`src/rtl/irq_conc_pkg.sv`:
```
package irq_conc_pkg;
    // Sources 0, 2, 6, 9, 11 and 15 follow their input; the rest latch edges.
    localparam logic [23:0] DEF_LEVEL_MASK = 24'h008A45;
    localparam int          DEF_NUM_SRC    = 24;
    localparam int          DEF_AUX_W      = 32;
    localparam int          DEF_FALLBACK   = 23;

    typedef enum logic [1:0] {
        PICK_NONE = 2'd0,
        PICK_MAIN = 2'd1,
        PICK_AUX  = 2'd2
    } pick_e;
endpackage

```
`src/rtl/irq_capture.sv`:
```
module irq_capture #(
    parameter int                 NUM_SRC    = 24,
    parameter logic [NUM_SRC-1:0] LEVEL_MASK = '0
) (
    input  logic               clk,
    input  logic               rst_n,
    input  logic [NUM_SRC-1:0] src_i,
    input  logic [NUM_SRC-1:0] ack_i,
    output logic [NUM_SRC-1:0] pend_o
);
    typedef struct packed {
        logic [NUM_SRC-1:0] prev;
        logic [NUM_SRC-1:0] pend;
    } cap_t;

    cap_t cap_d, cap_q;
    logic [NUM_SRC-1:0] pend_nxt;

    generate
        for (genvar i = 0; i < NUM_SRC; i++) begin : g_bit
            if (LEVEL_MASK[i]) begin : g_level
                assign pend_nxt[i] = src_i[i];
            end else begin : g_edge
                logic rise;
                assign rise        = src_i[i] & ~cap_q.prev[i];
                assign pend_nxt[i] = rise | (cap_q.pend[i] & ~ack_i[i]);
            end
        end
    endgenerate

    always_comb begin
        cap_d      = cap_q;
        cap_d.prev = src_i;
        cap_d.pend = pend_nxt;
    end

    always_ff @(posedge clk) begin
        if (!rst_n) cap_q <= '0;
        else        cap_q <= cap_d;
    end

    assign pend_o = cap_q.pend;
endmodule

```
`src/rtl/irq_enable_reg.sv`:
```
module irq_enable_reg #(
    parameter int NUM_SRC = 24
) (
    input  logic               clk,
    input  logic               rst_n,
    input  logic [NUM_SRC-1:0] set_i,
    input  logic [NUM_SRC-1:0] clr_i,
    output logic [NUM_SRC-1:0] en_o
);
    logic [NUM_SRC-1:0] en_d, en_q;

    // Clear is applied last so it wins over a simultaneous set.
    always_comb begin
        en_d = (en_q | set_i) & ~clr_i;
    end

    always_ff @(posedge clk) begin
        if (!rst_n) en_q <= '0;
        else        en_q <= en_d;
    end

    assign en_o = en_q;
endmodule

```
`src/rtl/irq_pick.sv`:
```
module irq_pick
    import irq_conc_pkg::*;
#(
    parameter int NUM_SRC  = 24,
    parameter int FALLBACK = 23,
    localparam int IDX_W   = $clog2(NUM_SRC)
) (
    input  logic [NUM_SRC-1:0] eff_i,
    input  logic               aux_hit_i,
    output logic               valid_o,
    output logic [IDX_W-1:0]   idx_o
);
    pick_e              sel;
    logic [IDX_W-1:0]   low_idx;

    always_comb begin
        low_idx = '0;
        for (int i = NUM_SRC - 1; i >= 0; i--) begin
            if (eff_i[i]) low_idx = IDX_W'(i);
        end
        if (|eff_i)         sel = PICK_MAIN;
        else if (aux_hit_i) sel = PICK_AUX;
        else                sel = PICK_NONE;
    end

    always_comb begin
        unique case (sel)
            PICK_MAIN: begin valid_o = 1'b1; idx_o = low_idx;           end
            PICK_AUX:  begin valid_o = 1'b1; idx_o = IDX_W'(FALLBACK);  end
            default:   begin valid_o = 1'b0; idx_o = '0;                end
        endcase
    end
endmodule

```
`src/rtl/irq_concentrator.sv`:
```
module irq_concentrator
    import irq_conc_pkg::*;
#(
    parameter int                 NUM_SRC    = DEF_NUM_SRC,
    parameter int                 AUX_W      = DEF_AUX_W,
    parameter int                 FALLBACK   = DEF_FALLBACK,
    parameter logic [NUM_SRC-1:0] LEVEL_MASK = DEF_LEVEL_MASK,
    localparam int                IDX_W      = $clog2(NUM_SRC)
) (
    input  logic               clk,
    input  logic               rst_n,
    input  logic [NUM_SRC-1:0] src_i,
    input  logic [NUM_SRC-1:0] ack_i,
    input  logic [NUM_SRC-1:0] en_set_i,
    input  logic [NUM_SRC-1:0] en_clr_i,
    input  logic [AUX_W-1:0]   eth_status_i,
    input  logic [AUX_W-1:0]   eth_enable_i,
    output logic [NUM_SRC-1:0] pending_o,
    output logic [NUM_SRC-1:0] enable_o,
    output logic               irq_o,
    output logic [IDX_W-1:0]   vec_idx_o,
    output logic               vec_valid_o
);
    logic [NUM_SRC-1:0] pend;
    logic [NUM_SRC-1:0] en;
    logic [NUM_SRC-1:0] eff;
    logic               aux_hit;

    irq_capture #(.NUM_SRC(NUM_SRC), .LEVEL_MASK(LEVEL_MASK)) u_capture (
        .clk    (clk),
        .rst_n  (rst_n),
        .src_i  (src_i),
        .ack_i  (ack_i),
        .pend_o (pend)
    );

    irq_enable_reg #(.NUM_SRC(NUM_SRC)) u_enable (
        .clk   (clk),
        .rst_n (rst_n),
        .set_i (en_set_i),
        .clr_i (en_clr_i),
        .en_o  (en)
    );

    assign eff     = pend & en;
    assign aux_hit = |(eth_status_i & eth_enable_i);

    irq_pick #(.NUM_SRC(NUM_SRC), .FALLBACK(FALLBACK)) u_pick (
        .eff_i     (eff),
        .aux_hit_i (aux_hit),
        .valid_o   (vec_valid_o),
        .idx_o     (vec_idx_o)
    );

    assign pending_o = pend;
    assign enable_o  = en;
    assign irq_o     = vec_valid_o;
endmodule

```
`config.mk`:
```
export PLATFORM = sky130hd
export DESIGN_NAME = irq_concentrator
export DESIGN_NICKNAME = d
export VERILOG_FILES = /design/src/rtl/irq_conc_pkg.sv /design/src/rtl/irq_capture.sv /design/src/rtl/irq_enable_reg.sv /design/src/rtl/irq_pick.sv /design/src/rtl/irq_concentrator.sv
export SDC_FILE = /design/constraint.sdc
export NUM_CORES = 1
export LEC_CHECK = 0
export BUFFER_PORTS_ARGS = -buffer_cell sky130_fd_sc_hd__buf_2
export CAP_MARGIN = 5
export CORE_MARGIN = 2
export CORE_UTILIZATION = 36
export CTS_CLUSTER_DIAMETER = 50
export CTS_CLUSTER_SIZE = 16
export DETAILED_ROUTE_END_ITERATION = 8
export GPL_TIMING_DRIVEN = 0
export PLACE_DENSITY = 0.76
export SYNTH_ARGS = -nofsm -noshare
export SYNTH_HDL_FRONTEND = slang
export SYNTH_SLANG_ARGS = --single-unit
```
`constraint.sdc`:
```
create_clock -name clk -period 1.5 [get_ports clk]
set_input_delay 0.225 -clock clk [delete_from_list [all_inputs] [get_ports clk]]
set_output_delay 0.225 -clock clk [all_outputs]
set_load 0.02 [all_outputs]
```
-- Yosys cells after proc, flatten, opt, wreduce, memory -nomap -nowiden
Cells that the tools add are included.
- register bits: 72
- input port bits: 162
- output and inout port bits: 55
- eq/ne operators: 2
- multiplexer cells: 28
- reductions and logical operators: 3
- bitwise operators: 95
- operator list (kind ; number):
    $mux 5 ; 24
    $and 24x24->24 ; 2
    $and 1x1->1 ; 36
    $not 1->1 ; 36
    $and 32x32->32 ; 1
    $reduce_or 32->1 ; 1
    $not 24->24 ; 1
    $or 24x24->24 ; 1
    $reduce_or 24->1 ; 1
    $or 1x1->1 ; 18
    $pmux 5 s2 ; 1
    $mux 2 ; 2
    $eq 2x1->1 const B ; 1
    $eq 2x2->1 const B ; 1
    $reduce_or 2->1 ; 1
    $mux 1 ; 1

-- Depth between registers and ports, before layout
Gate-level depths: netlist of run 1.
- depth after elaboration: 26
- mapped depth: 5
- mapped depth without buffers: 5

-- Hierarchy
Synthesis of run 1 repeated with hierarchy kept, for this count alone.
- cells, all modules: 319
- area, all modules: 3072.9 µm²
- by module, submodules not included (module ; cells each ; times used ; sequential area each (µm²) ; area an instance (µm²)):
    irq_capture ; 148 ; 1 ; 840.8 ; 1556.5
    irq_enable_reg ; 74 ; 1 ; 480.5 ; 883.3
    irq_pick ; 51 ; 1 ; 0.0 ; 317.8
    irq_concentrator ; 46 ; 1 ; 0.0 ; 315.3

-- Least setup slack after synthesis of run 1
No wires, ideal clock.
- path kind: reg2out
- start point: register u_enable.en_q[14] (netlist: u_enable.en_o[14])
- end point: output port vec_valid_o
- cell stages (with the launch flop): 6
- setup slack: -279 ps
- data arrival time: 1554 ps
- data required time: 1275 ps
- path through: dfxtp_1 -> a22o_4 -> nor4_4 -> and3_4 -> nand2_1 -> buf_4
- cells in the longest elaborated chain, start to end: 6
- elaborated cells on any way between the ends: 7
- ends and longest elaborated chain (what ; line ; text):
    start: declaration ; irq_enable_reg.sv:10 ; logic [NUM_SRC-1:0] en_d, en_q;
    start signal: assignment ; irq_enable_reg.sv:19 ; else en_q <= en_d;
    $and 24x24->24 * ; irq_concentrator.sv:45 ; assign eff = pend & en;
    $reduce_or 24->1 * ; irq_pick.sv:21 ; if (|eff_i) sel = PICK_MAIN;
    $mux 2 * ; irq_pick.sv:21 ;
    $eq 2x1->1 / $eq 2x2->1 (equally long branches) ; irq_pick.sv:27 ; unique case (sel)
    $reduce_or 2->1 (no source line) * ; - ;
    $mux 1 * ; irq_pick.sv:27 ;
    end: declaration ; irq_concentrator.sv:22 ; output logic vec_valid_o
Every way passes the cells marked *; elsewhere a longest branch is shown, timed or not.

-- Final worst setup path of run 1
- start point: register u_enable.en_q[8] (netlist: u_enable.en_o[8])
- end point: output port vec_idx_o[0]
- cells in the longest elaborated chain, start to end: 11
- elaborated cells on any way between the ends: 15
- ends and longest elaborated chain (what ; line ; text):
    $and 24x24->24 * ; irq_concentrator.sv:45 ;
    $mux 5 (9 in a row) ; irq_pick.sv:19 ; if (eff_i[i]) low_idx = IDX_W'(i);
    $pmux 5 s2 * ; irq_pick.sv:27 ;
    end: declaration ; irq_concentrator.sv:21 ; output logic [IDX_W-1:0] vec_idx_o,
Marked as above.

==> results of run 1 <==
## layout make-up
type	count	area share (%)
buffer	32	4.76
clock inverter	3	0.492
inverter	36	2.95
clock buffer	13	4.65
multi-input combinational	196	29.2
tap	102	2.79
timing repair buffer	214	24.6
sequential	66	30.6
## cells by family after synthesis
logic type,after synthesis,share of synthesized area [%]
and+or+nand+nor,127,25.2
AOI/OAI and AO/OA,69,17.4
buffers and inverters,68,12.0
DFF,66,45.4
## flip-flops by register name, summed over array words and instances, names as in the netlist
name,cells
u_capture.pend_o,24
u_enable.en_o,24
u_capture.cap_q,18
## final timing paths
path,from,end,cells past startpoint
max,u_enable.en_o[8],vec_idx_o[0],6
min,en_clr_i[12],u_enable.en_o[12],2
min reg2reg,u_enable.en_o[12],u_enable.en_o[12],2
max reg2reg,u_capture.pend_o[8],u_capture.pend_o[8],4
## power breakdown
group,internal (mW),switching (mW)
logic,0.483,0.435
clock network,0.953,0.706
registers,1.85,0.0940
total,3.28,1.23
## layer usage
| metal | GRT usage, % | share of wire [%] | wire length (µm) |
|---|---|---|---|
| met5 | 0 | 0 | 0 |
| met3 | 5.86 | 8.3 | 785 |
| met1 | 20.7 | 36 | 3380 |
| met4 | 6.76 | 1.6 | 150 |
| met2 | 41.1 | 54 | 5120 |
## placed cells by master, fill, tap and decap left out, types with 17 or more instances in the layout
master	n
buf_2	202
and2_1	42
inv_1	36
dfxtp_1	32
buf_4	30
nor2_1	26
nor3b_1	24
dfxtp_2	20
nand2_1	18
o22ai_1	18
a22oi_1	17
## critical path: cells and delay by family, from the launching register on
kind | cells | cell delay (ns)
compound gates | 3 | 0.51
buf+inv | 1 | 0.14
flops | 1 | 0.35
simple gates | 2 | 0.60
## cell usage after synthesis, drive strengths merged
cell type,number
dfxtp,66
and2,42
inv,36
nor2,26
a22oi,25
buf,25
nor3b,24
nand2,19
o22ai,18
a22o,7
clkbuf,7
a21oi,5
nand4,5
a31oi,3
nand3,3
o21ai,3
and4,2
nor4,2
a21bo,1
a221o,1
a221oi,1
a311o,1
a32o,1
and2b,1
and3,1
nand2b,1
nor3,1
o211ai,1
o21a,1
o31ai,1
## through the flow
stage                     instance area (µm²)  setup slack (ns)  utilization [%]
after global placement                   4200            -0.464             54.1
after floorplan                          3030            -0.140                -
after global routing                     4570            -0.714             58.9
final                                    4570            -0.650             58.9
after detailed placement                 4200            -0.500             54.1
after CTS                                4540            -0.657             58.4
## what timing repair did
| action | in CTS | in global routing |
|---|---|---|
| hold buffers | 0 | 0 |
| pin swaps | 2 | 1 |
| buffers inserted | 5 | 0 |
| gates resized for setup | 20 | 13 |
| cloned | 0 | 0 |
| hold endpoints to repair | 0 | 0 |
| setup endpoints to repair | 7 | 7 |
==> metrics.md, run 1 <==
| Metric | Value |
|---|---|
| GRT overflow | 0 |
| Worst setup margin | -0.650 ns |
| Worst R2R Setup Slack | approximately 0.7 ns |
| Die height | 93.9 µm |
| H-tree depth | 3 |
| Setup violators final | 7 |
| Slowest cell on crit path | dfxtp_4 |
| I/O Buffers | 209 |
| Outcome | finished with violations |
| # DRC | 0 |
| Post-route ant nets | 0 |
| Area occupied by multi-input gates | between 0.001 and 0.0015 mm² |
| Syn Area/Cell | 8.82 µm² |
| I/O pins | 217 |
| N_diodes | 0 |
| Clk buf depth | 2 |
| Top-area cell type share of the netlist area | a little under half |
| Routed WL | 9.44 mm |
| Failing checks | setup timing |
| Syn_nets | 492 |
| Leading area contributor after synthesis | dfxtp_1 |
| Chip width | 93.9 µm |
| Detailed Route Iter0 Violations | just under 70 |
| First-pass GRT wire length | about 14 mm |
| Avg WL per Cell | 14.3 µm |
| Vias per Instance | 4.71 |
| Sink Count | 66 |
| Fillers | just over 700 |
| Hold Fails Final Rpt | 0 |
| Final Max Slew Viols | 0 |
| Peak supply drop | 0.437 mV |
| Seq/Total Area, Yosys | 45.4% |
| Initial antenna violation count | 0 |
| Clock-pin slew on the worst setup and hold paths | 0.08 ns |
| Overall Power | 4.52 mW |
| Req. time, crit path | roughly 1.3 ns |
| Top post-synthesis cells by area | dfxtp_1 (45%), and2_1 (9.0%), a22oi_1 (6.4%) |
| Number of global-route vias before repair | 3,083 |
| FMAX | around 470 MHz |
| # nets final | 717 |
| Clock Latency Late Sink | 0.33 ns |
| Layout Cells excl Fill | between 600 and 700 |
| Detailed Place HPWL | 7.52 mm |
| Mapped Cells | 330 |
| Part of the cycle the worst path needs | 143% |
| Clock root cell | clkbuf_8 |
| Netlist cell types | 32 |
| Skew final | 0.0119 ns |
| Slew @ Worst Pin | 0.562 ns |
| RSZ-0062 raised after global routing | yes |
| Largest net degree at the start of global routing | 13 |
| Kind of critical path | reg -> out |
| Post-layout min period | 2.15 ns |
| First drt pass iteration count | 4 |
| Crit. End Element | output pin |
| Layout cells sized above 1 | 56.3% |
| Power density over the cells | 988 mW/mm² |
| Worst endpoint data arrival time | 1.93 ns |
| Synthesized cell area | 0.00291 mm² |
| Synth-to-layout area growth | 57.1% |
| CTS tree | built |
| Total negative slack | -3.60 ns |
| Register Area | around 0.0014 mm² |
| Max-Slew Margin vs Limit | 62.2% |
| #FFs+latches synth | between 60 and 70 |
| Final GP Congestion | 0.801 |
| Hold Crit Class | in -> reg |
| Initial core utilization | approximately 37% |
| Full die area | roughly 0.0088 mm² |
| Critical Path Start Type | register |
| GRT Resource Usage Total | 20.9% |
| Leak | about 2.3 nW |
| Worst hold margin | 0.0275 ns |
| Core ar. | 0.00777 mm² |
| CP max FO | 3 |
| Rows | 32 |
| Routed vias | 3,119 |
| Number of CTS-inserted buffers | 9 |
| Ys Warns | 0 |
| CP peak stage delay | 0.35 ns |
| CP Cell Sequence | a22o_4 -> nor4_4 -> and3_4 -> a221o_1 -> o211ai_2 -> buf_6 |
| Max-cap violation count | 0 |
| Placed insts | 641 |
(Power assumes the default switching activity.)
==> run 2: changes to the inputs <==
Settings changed: ABC_AREA from default to 1, CORE_UTILIZATION 36 to 25, PLACE_DENSITY 0.76 to default.
==> run 2 against run 1 <==
  * The flow still finishes with violations (setup timing)
  * Routed wire length fell by 2.1%
  * Setup slack got worse by 0.21 ns
  * Largest power group unchanged
  * Global-route usage fell by 5.7 points
  * Worst hold slack improved by 0.0058 ns
  * Clock skew fell by 0.0076 ns
  * Critical path depth rose by 21
  * Register-to-register slack barely moved
  * Count of clock-buffer cells in the layout did not move
==> metrics.md, run 2 <==
| Metric | Value |
|---|---|
| Layout cells sized above 1 | 54.0% |
| Ys Warns | 0 |
| Fillers | 1,153 |
| Synth-to-layout area growth | 61.1% |
| # DRC | 0 |
| Clock Latency Late Sink | 0.33 ns |
| Worst endpoint data arrival time | 2.14 ns |
| Final Max Slew Viols | 0 |
| Rows | 38 |
| Netlist cell types | 19 |
| Most instantiated cells after synthesis | nand2_1 (111), dfxtp_1 (66), inv_1 (45) |
| RSZ-0062 raised after global routing | yes |
| Outcome | finished with violations |
| Worst setup margin | -0.861 ns |
| Detailed Route Iter0 Violations | 49 |
| Worst R2R Setup Slack | about 0.7 ns |
| Top-area cell type share of the netlist area | 48.1% |
| Top post-synthesis cells by area | dfxtp_1 (48%), nand2_1 (15%), buf_4 (6.8%) |
| Skew final | 0.00423 ns |
| Detailed Place HPWL | about 7.5 mm |
| Power share of the clock group | 33.0% |
| Vias per Instance | 4.22 |
| I/O Buffers | 209 |
| Worst hold margin | 0.0333 ns |
| Failing checks | setup timing |
| Ys async rst share | 0% |
| Mapped Cells | 367 |
| Leak | 2.56 nW |
| Main flop type after synthesis | dfxtp_1 |
| I/O pins | ~220 |
| GRT overflow | 0 |
| Full die area | about 0.012 mm² |
| Syn_nets | 529 |
| P_int | 3.08 mW |
| Leading area contributor after synthesis | dfxtp_1 |
| Final GP Congestion | approximately 0.78 |
| Initial antenna violation count | 0 |
| Sink Count | 66 |
| Kind of critical path | reg -> out |
| Die height | approximately 110 µm |
| Clk buf depth | 2 |
| Chip width | 109 µm |
| Routed vias | 3,145 |
| Critical Path Start Type | register |
| Placed insts | 716 |
| Avg WL per Cell | roughly 12 µm |
| Syn Area/Cell | 7.49 µm² |
| Peak supply drop | roughly 0.43 mV |
| Max-Slew Margin vs Limit | 53.0% |
| Flop pwr share | a little under half |
| Most common cell after layout, fill and taps aside | buf_2 |
| Switching portion of total power | 27.9% |
| H-tree depth | 3 |
| Comb power frac | 21.8% |
| CP max FO | 2 |
| Slew @ Worst Pin | 0.705 ns |
| FMAX | 424 MHz |
| #FFs+latches synth | 66 |
| Synthesized cell area | 0.00275 mm² |
| NetSw | approximately 1.2 mW |
| CTS tree | built |
| Setup violators final | 7 |
| N_diodes | 0 |
| Largest net degree at the start of global routing | 11 |
| # nets final | 762 |
| First drt pass iteration count | 4 |
| Top-count cell post-synth | nand2_1 |
| Routed WL | ~9 mm |
| Post-cts hold buffer count | 0 |
| Post-layout util | between 40% and 50% |
| Hold Fails Final Rpt | 0 |
| Overall Power | 4.28 mW |
| Max-cap violation count | 0 |
| Seq/Total Area, Yosys | 48.1% |
| Clock-pin slew on the worst setup and hold paths | approximately 0.070 ns |
| Post-layout min period | about 2.4 ns |
| Initial core utilization | between 20% and 30% |
| GRT Resource Usage Total | 15.2% |
| Core ar. | 0.0108 mm² |
| Commonest non-fill, non-tap cells in the layout | buf_2 (202), nand2_1 (90), dfxtp_1 (44) |
| Req. time, crit path | roughly 1.3 ns |
| Power density over the cells | 966 mW/mm² |
| Pre-CTS setup slack | -0.599 ns |
| Clock root cell | clkbuf_8 |
| Hold Crit Class | in -> reg |
| Number of CTS-inserted buffers | 9 |
| Post-route ant nets | 0 |
| Part of the cycle the worst path needs | 157% |
| Layout Cells excl Fill | 745 |
| Number of synthesized flops with an enable pin | 0 |
| First-pass GRT wire length | roughly 13 mm |
| Crit. End Element | output pin |
| Number of global-route vias before repair | 3,021 |
-- run 2: cell families (layout without fill, tap and decap cells) --
group                  Yosys count  in the layout  share of synthesized area, %
buffers and inverters           78            316                          14.1
AO/OA/AOI/OAI                   24             24                          7.10
AND/OR/NAND/NOR                199            199                          30.7
flip-flops                      66             66                          48.1
-- run 2: final timing paths --
check / from / to / cells past startpoint
setup / recovery: u_enable.en_o[23] / vec_idx_o[0] / 27
hold / removal: en_clr_i[0] / u_enable.en_o[0] / 2
hold reg to reg: u_capture.cap_q[43] / u_capture.pend_o[19] / 1
setup reg to reg: u_capture.pend_o[19] / u_capture.pend_o[19] / 3
-- run 2: metrics by stage --
stage | instance area (µm²) | TNS, ns
2_1_floorplan | 2780 | -0.266
3_3_place_gp | 4000 | -1.91
3_5_place_dp | 4000 | -2.20
4_1_cts | 4400 | -3.19
5_1_grt | 4430 | -3.88
6_report | 4430 | -2.79
-- run 2: power groups by stage --
stage	Combinational (mW)	Sequential (mW)	Clock (mW)
3_5_place_dp	0.842	1.97	0
4_1_cts	0.931	1.93	1.47
2_1_floorplan	0.423	1.99	0
3_3_place_gp	0.829	1.96	0
6_report	0.932	1.93	1.41
5_1_grt	1.03	1.95	1.55
-- run 2: critical path, stage by stage (launching register included) --
cell and delay [ns]:
dfxtp_4 0.36, nand2_4 0.05, inv_2 0.03, nand2_1 0.04, nand2_1 0.04, nand2_1 0.06, nand2_1 0.06, nand2_2 0.06
nand2_1 0.05, nand2_1 0.05, nand2_1 0.04, nand2_1 0.07, nand2_1 0.05, nand2_1 0.05, nand2_1 0.05, nand2_1 0.06
nand2_1 0.05, nand2_1 0.06, nand2_1 0.05, nand2_1 0.05, nand2_1 0.04, nand2_1 0.06, nand2_1 0.05, nand2_1 0.06
nand2_1 0.05, nand2_1 0.06, nand2_2 0.05, buf_6 0.12
-- run 2: layout make-up --
| cell class | count | area, µm² | area share (%) |
|---|---|---|---|
| Buffer | 32 | 214 | 4.83 |
| Clock buffer | 13 | 139 | 3.14 |
| Clock inverter | 3 | 40.0 | 0.904 |
| Inverter | 46 | 173 | 3.90 |
| Multi-Input combinational cell | 223 | 1150 | 25.9 |
| Sequential cell | 66 | 1350 | 30.6 |
| Tap cell | 140 | 175 | 3.96 |
| Timing Repair Buffer | 222 | 1180 | 26.7 |
-- run 2: layer usage --
layer | part of all wire (%) | routed length, µm | track usage [%]
met5 | 0 | 0 | 0
met4 | 2.6 | 236 | 6.32
met3 | 8.1 | 745 | 4.48
met2 | 52 | 4850 | 29.8
met1 | 37 | 3410 | 14.6
-- run 2: what timing repair did --
item	4_1_cts	5_1_grt
pin swaps	19	4
gates resized for setup	51	11
setup endpoints to repair	7	7
buffers inserted	13	0
==> run 3: changes to the inputs <==
Settings changed: CELL_PAD_IN_SITES_DETAIL_PLACEMENT from default to 1, CELL_PAD_IN_SITES_GLOBAL_PLACEMENT from default to 1, CORE_UTILIZATION 25 to 23, PLACE_DENSITY_LB_ADDON from default to 0.1.
==> run 3 against run 2 <==
  * The flow still finishes with violations (setup timing)
  * Routed wire length is 12% higher
  * Combinational power is 2.5% higher
  * Clock power is 51% higher
  * Total power is 18% higher
  * Count of clock-buffer cells in the layout is 2 lower
  * Sequential share of layout area is 1.0 points lower
  * Register-to-register slack worse by 0.12 ns
  * Die area is 8.4% higher
  * Sequential power hardly changed
==> metrics.md, run 3 (synthesized netlist as in run 2, its figures left out) <==
| Metric | Value |
|---|---|
| NetSw | 1.36 mW |
| Core ar. | ~0.012 mm² |
| Slew @ Worst Pin | between 0.7 and 0.8 ns |
| Flop pwr share | approximately two fifths |
| Skew final | 0.00102 ns |
| Avg WL per Cell | ~14 µm |
| Final GP Congestion | 0.735 |
| Clock Latency Late Sink | 0.32 ns |
| N_diodes | 0 |
| # DRC | 0 |
| H-tree depth | 3 |
| Placed insts | 719 |
| FMAX | ~410 MHz |
| Die height | 113 µm |
| Slowest cell on crit path | dfxtp_4 |
| Power density over the cells | approximately 1100 mW/mm² |
| Commonest non-fill, non-tap cells in the layout | buf_2 (204), nand2_1 (84), inv_1 (44) |
| CP peak stage delay | around 0.35 ns |
| RSZ-0062 raised after global routing | yes |
| Detailed Route Iter0 Violations | 51 |
| Met3 WL post-DR | 695 µm |
| Initial core utilization | 23.9% |
| Outcome | finished with violations |
| Worst endpoint data arrival time | roughly 2.2 ns |
| Max-cap violation count | 0 |
| Detailed Place HPWL | 8.21 mm |
| Power share of the clock group | 42.3% |
| Failing checks | setup timing |
| CP max FO | 3 |
| Peak supply drop | roughly 0.57 mV |
| Part of the cycle the worst path needs | 162% |
| Hold Crit Class | in -> reg |
| Clock-pin slew on the worst setup and hold paths | approximately 0.06 ns |
| Hold Fails Final Rpt | 0 |
| Switching portion of total power | 27.1% |
| Full die area | ~0.013 mm² |
| Critical Path Start Type | register |
| Worst setup margin | -0.926 ns |
| Largest net degree at the start of global routing | 13 |
| Most common cell after layout, fill and taps aside | buf_2 |
| Kind of critical path | reg -> out |
| Initial antenna violation count | 0 |
| Number of CTS-inserted buffers | 9 |
| Routed WL | 10.3 mm |
| Critical Path Most Common Cell | nand2_1 |
| Post-layout min period | 2.43 ns |
| GRT Resource Usage Total | 15.8% |
| First drt pass iteration count | 4 |
| Req. time, crit path | 1.27 ns |
| Rows | 39 |
| I/O Buffers | 209 |
| Max-Slew Margin vs Limit | approximately 50% |
| Layout Cells excl Fill | between 700 and 800 |
| Clock root cell | clkbuf_16 |
| Total negative slack | -2.90 ns |
| Clk buf depth | 2 |
| GRT overflow | 0 |
| Post-cts hold buffer count | 0 |
| Vias per Instance | 4.29 |
| First-pass GRT wire length | 15.8 mm |
| Comb power frac | 19.0% |
| Final Max Slew Viols | 0 |
| Number of global-route vias before repair | roughly 3,400 |
| Chip width | 113 µm |
| Hold path start | en_clr_i[22] |
| Top sig layer | met4 |
| Post-route ant nets | 0 |
| Leak | ~2.6 nW |
| M1 WL | around 4.1 mm |
| P_int | roughly 3.7 mW |
| Setup violators final | 7 |
| I/O pins | about 220 |
| Worst Setup SP | u_capture.pend_o[23] |
| Synth-to-layout area growth | 68.2% |
| Routed vias | around 3,200 |
| Worst r2r src | u_capture.pend_o[20] |
| Sink Count | 66 |
| WL met2 | 5.41 mm |
| Crit. End Element | output pin |
| Layout cells sized above 1 | 57.3% |
| # nets final | 759 |
| CTS tree | built |
==> run 3: repair_timing <==
| item | in CTS | in global routing |
|---|---|---|
| setup buffers | 4 | 6 |
| gates resized for setup | 21 | 63 |
| cloned | 0 | 0 |
| hold endpoints to repair | 0 | 0 |
| endpoints found under the setup margin | 7 | 7 |
| pin swaps | 7 | 20 |
==> run 3: critical path: cells and delay by family (launching register included) <==
| family | cells | cell delay, ns |
|---|---|---|
| AND/OR/NAND/NOR | 25 | 1.38 |
| buffers and inverters | 2 | 0.16 |
| flip-flops | 1 | 0.35 |
==> run 3: path summary, 6_finish.rpt <==
path	endpoint	slack, ns	depth (start not counted)
max	vec_idx_o[0]	-0.93	27
min	u_enable.en_o[22]	0.04	2
max reg2reg	u_capture.pend_o[20]	0.58	2
min reg2reg	u_capture.pend_o[4]	0.42	1
==> run 3: area by class of cell <==
class                      count  area, µm²
timing repair buffer         219       1150
inverter                      46        173
buffer                        32        214
fill                        1479       6900
clock buffer                  11        243
multi-input combinational    223       1240
sequential                    66       1370
clock inverter                 5       62.6
tap                          143        179
==> run 3: stage by stage <==
stage	utilization (%)	power (mW)	setup slack [ns]	hold slack, ns	area [µm²]
final	40.1	5.03	-0.926	0.0441	4620
after global placement	34.8	2.80	-0.625	0.385	4000
after CTS	38.1	5.04	-0.951	0.0319	4390
after detailed placement	34.8	2.82	-0.653	0.384	4000
after floorplan	-	2.42	-0.266	0.294	2780
after global routing	40.1	5.30	-1.24	0.0344	4620
==> run 3: per-layer routing <==
layer	vias to the layer above	global-route usage [%]
li1	1603	-
met1	1469	17.4
met2	118	29.5
met3	9	4.93
met4	0	3.82
met5	-	0
==> run 3: power groups by stage <==
stage | clock network (mW) | registers [mW] | logic [mW]
after floorplan | 0 | 1.99 | 0.423
after global placement | 0 | 1.97 | 0.832
after detailed placement | 0 | 1.97 | 0.850
after CTS | 2.21 | 1.94 | 0.898
after global routing | 2.28 | 1.96 | 1.05
final | 2.13 | 1.95 | 0.955
